<file path="config.mk">
export PLATFORM = sky130hd
export DESIGN_NAME = sadc_capture
export DESIGN_NICKNAME = d
export VERILOG_FILES = /design/src/rtl/sadc_pkg.sv /design/src/rtl/sadc_busy_sync.sv /design/src/rtl/sadc_cfg.sv /design/src/rtl/sadc_seq.sv /design/src/rtl/sadc_capture.sv
export SDC_FILE = /design/constraint.sdc
export NUM_CORES = 1
export LEC_CHECK = 0
export BUFFER_PORTS_ARGS = -buffer_cell sky130_fd_sc_hd__buf_4
export CORE_UTILIZATION = 41
export DETAILED_ROUTE_END_ITERATION = 10
export REMOVE_ABC_BUFFERS = 1
export SLEW_MARGIN = 20
export SYNTH_ARGS = -nofsm -noshare
export SYNTH_HDL_FRONTEND = slang
export SYNTH_SLANG_ARGS = --single-unit
</file>
<file path="constraint.sdc">
create_clock -name clk -period 2.8 [get_ports clk]
set_input_delay 0.56 -clock clk [delete_from_list [all_inputs] [get_ports clk]]
set_output_delay 0.56 -clock clk [all_outputs]
set_load 0.03 [all_outputs]
</file>
<file path="src/rtl/sadc_pkg.sv">
package sadc_pkg;
  typedef enum logic [2:0] {
    ST_RST,
    ST_SETTLE,
    ST_IDLE,
    ST_CONV,
    ST_REQ,
    ST_OUT
  } seq_state_t;

  function automatic int max3(input int a, input int b, input int c);
    int m;
    m = (a > b) ? a : b;
    return (m > c) ? m : c;
  endfunction
endpackage

</file>
<file path="src/rtl/sadc_busy_sync.sv">
module sadc_busy_sync (
  input  logic clk,
  input  logic rst_n,
  input  logic busy_async,
  output logic busy_fall
);
  logic [2:0] stg;

  always_ff @(posedge clk) begin
    if (!rst_n) stg <= '0;
    else        stg <= {stg[1:0], busy_async};
  end

  assign busy_fall = stg[2] & ~stg[1];
endmodule

</file>
<file path="src/rtl/sadc_cfg.sv">
module sadc_cfg #(
  parameter int CHANNELS = 8
) (
  input  logic       clk,
  input  logic       rst_n,
  input  logic       idle,
  input  logic       load,
  input  logic       range_in,
  input  logic [2:0] os_in,
  output logic       range_q,
  output logic [2:0] os_q,
  output logic       os_rst_req
);
  localparam logic [2:0] OS_MAX   = (CHANNELS == 16) ? 3'd7 : 3'd6;
  localparam bit         NEED_RST = (CHANNELS == 16);

  logic [2:0] os_sat;
  assign os_sat = (os_in > OS_MAX) ? OS_MAX : os_in;

  always_ff @(posedge clk) begin
    if (!rst_n) begin
      range_q    <= 1'b0;
      os_q       <= 3'd0;
      os_rst_req <= 1'b0;
    end else begin
      os_rst_req <= 1'b0;
      if (load && idle) begin
        range_q    <= range_in;
        os_q       <= os_sat;
        os_rst_req <= NEED_RST && (os_sat != os_q);
      end
    end
  end
endmodule

</file>
<file path="src/rtl/sadc_seq.sv">
module sadc_seq
  import sadc_pkg::*;
#(
  parameter int CHANNELS       = 8,
  parameter int WORD_W         = 16,
  parameter int RESET_CYCLES   = 5,
  parameter int SETTLE_CYCLES  = 750000,
  parameter int TIMEOUT_CYCLES = 50000000,
  localparam int CH_W  = $clog2(CHANNELS),
  localparam int CNT_W = $clog2(max3(RESET_CYCLES, SETTLE_CYCLES, TIMEOUT_CYCLES) + 1)
) (
  input  logic              clk,
  input  logic              rst_n,
  input  logic              start_single,
  input  logic              run_cont,
  input  logic              cfg_load,
  input  logic              os_rst_req,
  input  logic              busy_fall,
  input  logic              adc_first,
  input  logic              word_valid,
  input  logic [WORD_W-1:0] word_data,
  input  logic              s_ready,
  output logic              adc_convst,
  output logic              adc_reset,
  output logic              word_req,
  output logic              s_valid,
  output logic [WORD_W-1:0] s_data,
  output logic [CH_W-1:0]   s_chan,
  output logic              s_sof,
  output logic              s_eof,
  output logic              err_align,
  output logic              err_timeout,
  output logic              idle
);
  localparam logic [CNT_W-1:0] RST_LAST = CNT_W'(RESET_CYCLES - 1);
  localparam logic [CNT_W-1:0] SET_LAST = CNT_W'(SETTLE_CYCLES - 1);
  localparam logic [CNT_W-1:0] TMO_LAST = CNT_W'(TIMEOUT_CYCLES - 1);
  localparam logic [CH_W-1:0]  CH_LAST  = CH_W'(CHANNELS - 1);

  seq_state_t       st;
  logic [CNT_W-1:0] cnt;
  logic [CH_W-1:0]  chan;
  logic             cont;

  always_ff @(posedge clk) begin
    if (!rst_n) begin
      st          <= ST_RST;
      cnt         <= '0;
      chan        <= '0;
      cont        <= 1'b0;
      s_valid     <= 1'b0;
      s_data      <= '0;
      err_align   <= 1'b0;
      err_timeout <= 1'b0;
    end else begin
      err_align   <= 1'b0;
      err_timeout <= 1'b0;
      unique case (st)
        ST_RST: begin
          if (cnt == RST_LAST) begin
            cnt <= '0;
            st  <= ST_SETTLE;
          end else cnt <= cnt + 1'b1;
        end
        ST_SETTLE: begin
          if (cnt == SET_LAST) begin
            cnt <= '0;
            st  <= ST_IDLE;
          end else cnt <= cnt + 1'b1;
        end
        ST_IDLE: begin
          cnt  <= '0;
          chan <= '0;
          if (os_rst_req) st <= ST_RST;
          else if (!cfg_load) begin
            if (start_single) begin
              cont <= 1'b0;
              st   <= ST_CONV;
            end else if (run_cont) begin
              cont <= 1'b1;
              st   <= ST_CONV;
            end
          end
        end
        ST_CONV: begin
          if (busy_fall) begin
            cnt  <= '0;
            chan <= '0;
            st   <= ST_REQ;
          end else if (!cont && cnt == TMO_LAST) begin
            err_timeout <= 1'b1;
            cnt         <= '0;
            st          <= ST_IDLE;
          end else if (!cont) cnt <= cnt + 1'b1;
        end
        ST_REQ: begin
          if (word_valid) begin
            if (chan == '0 && !adc_first) begin
              err_align <= 1'b1;
              cnt       <= '0;
              st        <= ST_RST;
            end else begin
              s_valid <= 1'b1;
              s_data  <= word_data;
              st      <= ST_OUT;
            end
          end
        end
        ST_OUT: begin
          if (s_ready) begin
            s_valid <= 1'b0;
            if (chan == CH_LAST) begin
              chan <= '0;
              cnt  <= '0;
              st   <= (cont && run_cont) ? ST_CONV : ST_IDLE;
            end else begin
              chan <= chan + 1'b1;
              st   <= ST_REQ;
            end
          end
        end
        default: st <= ST_RST;
      endcase
    end
  end

  assign adc_convst = (st == ST_CONV);
  assign adc_reset  = (st == ST_RST);
  assign word_req   = (st == ST_REQ);
  assign idle       = (st == ST_IDLE);
  assign s_chan     = chan;
  assign s_sof      = (chan == '0);
  assign s_eof      = (chan == CH_LAST);
endmodule

</file>
<file path="src/rtl/sadc_capture.sv">
module sadc_capture #(
  parameter int CHANNELS       = 8,
  parameter int WORD_W         = 16,
  parameter int RESET_CYCLES   = 5,
  parameter int SETTLE_CYCLES  = 750000,
  parameter int TIMEOUT_CYCLES = 50000000,
  localparam int CH_W = $clog2(CHANNELS)
) (
  input  logic              clk,
  input  logic              rst_n,
  input  logic              start_single,
  input  logic              run_cont,
  input  logic              cfg_load,
  input  logic              cfg_range,
  input  logic [2:0]        cfg_os,
  output logic              adc_convst,
  input  logic              adc_busy,
  input  logic              adc_first,
  output logic              adc_reset,
  output logic              adc_range,
  output logic [2:0]        adc_os,
  output logic              word_req,
  input  logic              word_valid,
  input  logic [WORD_W-1:0] word_data,
  output logic              s_valid,
  input  logic              s_ready,
  output logic [WORD_W-1:0] s_data,
  output logic [CH_W-1:0]   s_chan,
  output logic              s_sof,
  output logic              s_eof,
  output logic              err_align,
  output logic              err_timeout,
  output logic              ctl_idle
);
  logic busy_fall;
  logic os_rst_req;

  sadc_busy_sync u_sync (
    .clk        (clk),
    .rst_n      (rst_n),
    .busy_async (adc_busy),
    .busy_fall  (busy_fall)
  );

  sadc_cfg #(.CHANNELS(CHANNELS)) u_cfg (
    .clk        (clk),
    .rst_n      (rst_n),
    .idle       (ctl_idle),
    .load       (cfg_load),
    .range_in   (cfg_range),
    .os_in      (cfg_os),
    .range_q    (adc_range),
    .os_q       (adc_os),
    .os_rst_req (os_rst_req)
  );

  sadc_seq #(
    .CHANNELS       (CHANNELS),
    .WORD_W         (WORD_W),
    .RESET_CYCLES   (RESET_CYCLES),
    .SETTLE_CYCLES  (SETTLE_CYCLES),
    .TIMEOUT_CYCLES (TIMEOUT_CYCLES)
  ) u_seq (
    .clk          (clk),
    .rst_n        (rst_n),
    .start_single (start_single),
    .run_cont     (run_cont),
    .cfg_load     (cfg_load),
    .os_rst_req   (os_rst_req),
    .busy_fall    (busy_fall),
    .adc_first    (adc_first),
    .word_valid   (word_valid),
    .word_data    (word_data),
    .s_ready      (s_ready),
    .adc_convst   (adc_convst),
    .adc_reset    (adc_reset),
    .word_req     (word_req),
    .s_valid      (s_valid),
    .s_data       (s_data),
    .s_chan       (s_chan),
    .s_sof        (s_sof),
    .s_eof        (s_eof),
    .err_align    (err_align),
    .err_timeout  (err_timeout),
    .idle         (ctl_idle)
  );
endmodule

</file>
==> key figures <==
STA
  – Worst setup skew after layout: 11.0 ps
  – Worst hold slack after final layout: 415 ps
  – Max Clock Freq: 372 MHz
  – Unrepaired setup endpoints after global routing: false
  – # setup viols final: 0
  – Number of hold violations in the final report: 0
  – Slew at the pin closest to its max-slew limit: 807 ps
  – Relative slew slack: 46.1%
  – PnR worst setup slack: 114 ps
  – Final sum of negative setup slack: 0 ps
  – Final max-slew violation count: 0
  – Final critical delay including setup and external delays: 2690 ps
  – Final Cycle Share: 95.9%

Worst setup path
  – Crit path launch type: flip-flop
  – Worst path required time: 3090 ps
  – Kind of end point of the critical path: flip-flop
  – Critical Setup Path Class: flip-flop to flip-flop
  – Setup slack of the most critical reg-to-reg path: 110 ps
  – Critical Path Fanout Max: 8
  – Cell seen most often among critical-path stages: or4_4
  – Capture instance of the worst register-to-register path: u_seq.cnt[23]
  – Worst flop-to-flop path startpoint: u_seq.cnt[10]
  – Critical Path, Cell by Cell: nand4_1 > or4_4 > or3_4 > or4_4 > a2111oi_2 > a31o_1
  – Library cell contributing the largest single delay on the critical path: or4_4
  – CP arrival: 2980 ps
  – Max stage delay on crit path: 580 ps
  – Worst R2R Path Depth: 6

Yosys
  – Fraction of the yosys area taken by sequential cells: 36.3%
  – Distinct cells, synth: 55
  – Post-synthesis instance area: 0.00326 sq mm
  – Post-Synthesis Cells: 424
  – Synth warnings: 0
  – Avg Cell Area, Syn: 7.68 sq um
  – Most frequently used flop master after synthesis: dfxtp_1
  – Synthesis-stage register bit count: 59
  – Share of async-settable or async-resettable flops after synthesis: 0%
  – Number of flops mapped to enable cells by yosys: 0

Layout
  – # nets final: 517
  – Final non-filler cell area: 0.00407 sq mm
  – Fraction of final layout cells sized beyond drive strength 1: 23.3%
  – Area Overhead vs Synth: 25.0%
  – Number of antenna cells inserted: 0

Outcome
  – Outcome: finished clean

Clocking
  – CTS buffer count: 9
  – CTS tree: done
  – Clock latency of the later-clocked register in the worst-skew pair: 350 ps
  – Clock tree sinks: 59
  – Clk slew on worst S/H paths: 80 ps
  – H-tree Lvls: 3
  – Number of buffers inserted by hold repair at cts: 0
  – Clock tree root driver cell: clkbuf_8
  – Maximum clock path buffer count: 2
  – Number of post-CTS setup repair buffers: 0

Die
  – Effective utilization at floorplan: 42.4%
  – Height of the die: 91.1 um
  – Std-Cell Core Area: 0.00769 sq mm
  – # rows: 32
  – Overall die area: 0.00830 sq mm
  – Die X: 91.1 um
  – # IOs: 61

Power
  – Total power divided by cell area: 521 mW/mm^2
  – Overall Power: 2.12 mW
  – Highest ir drop seen on vdd: 266 uV
  – Static leakage: 1.52 nW

Global routing
  – Initial antenna violation count: 0
  – First-pass GRT wire length: 15000 um
  – Total routing resource utilization after global routing: 22.2%
  – Number of global-route vias before repair: 2984
  – Pin count of the biggest net entering global routing: 46
  – GR Overflow Total: 0

Placed design
  – Area after detailed placement: 0.00385 sq mm
  – Final RePlAce weighted congestion: 0.851
  – Dpl ws: 164 ps
  – Total of buffers placed on input and output ports: 60
  – Sum of net half-perimeters after detailed placement: 6350 um

Route
  – Number of remaining DRC errors: 0
  – Length of the first detailed-routing pass in iterations: 4
  – Mean routed wirelength per cell: 15.4 um
  – Post-detailed-route via-to-cell ratio: 5.73
  – Antenna viol nets, final: 0
  – Routed wire length: 9070 um
  – Iter 0 DRT Violations: 191
  – Routed vias: 3370

Hold path
  – Hold Path End: u_seq.cont
  – Kind of path behind the tightest hold check: primary input to flip-flop
  – Critical hold path startpoint: start_single
  – Count of cells along the worst hold path: 2

Flow run
  – Number of violations of the max-capacitance limit: 0
stage by stage:
| stage | util [%] | cells |
|---|---|---|
| 3_5_place_dp | 50.0 | 572 |
| 3_3_place_gp | 50.0 | 572 |
| 4_1_cts | 53.0 | 588 |
| 5_1_grt | 53.0 | 588 |
| 6_report | 53.0 | 588 |
| 2_1_floorplan | - | 389 |
cell type report:
cell class	count	area, sq um
Timing Repair Buffer	81	608
Inverter	8	30.0
Sequential cell	59	1180
Clock buffer	9	124
Clock inverter	7	100
Multi-Input combinational cell	322	1900
Tap cell	102	128
Fill cell	760	3610
cells in the mapped netlist, drive strengths merged (9+ instances only):
master	number	area share (%)
a21oi	30	4.6
a31oi	13	2.5
and2	9	1.8
buf	11	1.7
clkbuf	24	2.8
dfxtp	59	36
nand2	75	8.6
nand3	28	4.3
nand4	20	4.0
nor2	18	2.1
nor3	13	2.0
nor4	9	1.7
or4	20	4.9
registers in the layout (all words and copies together), names as in the netlist:
name	count
u_seq.cnt	26
u_seq.err_timeout	1
u_seq.s_data	16
u_cfg.os_q	3
u_sync.stg	3
u_seq.cont	1
u_seq.s_chan	3
u_cfg.range_q	1
u_seq.err_align	1
u_seq.st	3
u_seq.s_valid	1
report_power, final:
part	leakage, nW	internal, mW	total (mW)	switching [mW]
registers	0.477	0.858	0.900	0.0414
logic	0.930	0.140	0.321	0.181
clock network	0.114	0.507	0.902	0.395
metal layers:
layer / track usage [%] / share of wire [%] / vias to the layer above
met5: 0 / 0 / -
met4: 7.54 / 1.5 / 0
met3: 3.27 / 7.3 / 14
met2: 34.0 / 44 / 141
met1: 31.7 / 47 / 1555
li1: - / - / 1660
worst max-delay path by stage:
stage,start,to,slack [ps]
after floorplan,u_seq.s_chan[0],u_seq.cnt[23],-220
after global placement,u_seq.cnt[6],u_seq.cnt[23],190
after detailed placement,u_seq.cnt[9],u_seq.cnt[23],160
after CTS,u_seq.cnt[9],u_seq.cnt[23],130
after global routing,u_seq.st[0],u_seq.cnt[17],20
final,u_seq.cnt[10],u_seq.cnt[23],110
critical path: cells and delay by family (launching register included):
kind	cells	cell delay (ps)
compound gates	2	480
flops	1	500
simple gates	4	1650
cells in the final DEF, fill, tap and decap left out, types with 3 or more instances in the layout:
cell | synthesis | layout
nand4_1 | 19 | 19
a32o_1 | 5 | 5
clkinv_4 | 0 | 3
o2111ai_1 | 4 | 4
nand2_1 | 75 | 75
o211ai_1 | 3 | 3
buf_4 | 1 | 81
nor3_1 | 13 | 13
a31oi_1 | 13 | 13
nor2b_1 | 7 | 7
or3_1 | 3 | 3
nor2_1 | 18 | 18
o21ai_0 | 6 | 6
ha_1 | 7 | 7
clkbuf_8 | 0 | 9
o31ai_1 | 3 | 3
a21oi_1 | 30 | 30
and2_1 | 7 | 7
and3_1 | 5 | 5
nor4_1 | 9 | 9
dfxtp_1 | 59 | 58
nand2b_1 | 8 | 8
inv_1 | 7 | 7
nand3_1 | 28 | 28
or4_1 | 17 | 17
mux2i_1 | 3 | 3
a21o_1 | 4 | 4
cell families after synthesis:
group	share of synthesized area, %
and+or+nand+nor	37.2
AOI/OAI and AO/OA	17.5
buffers and inverters	5.38
adders and majority gates	2.69
muxes	0.922
DFF	36.3
timing repair:
action / CTS / global route
setup endpoints to repair: 0 / 1
resized for setup: 0 / 1
hold endpoints to repair: 0 / 0
Power figures use the tool's default switching activity.
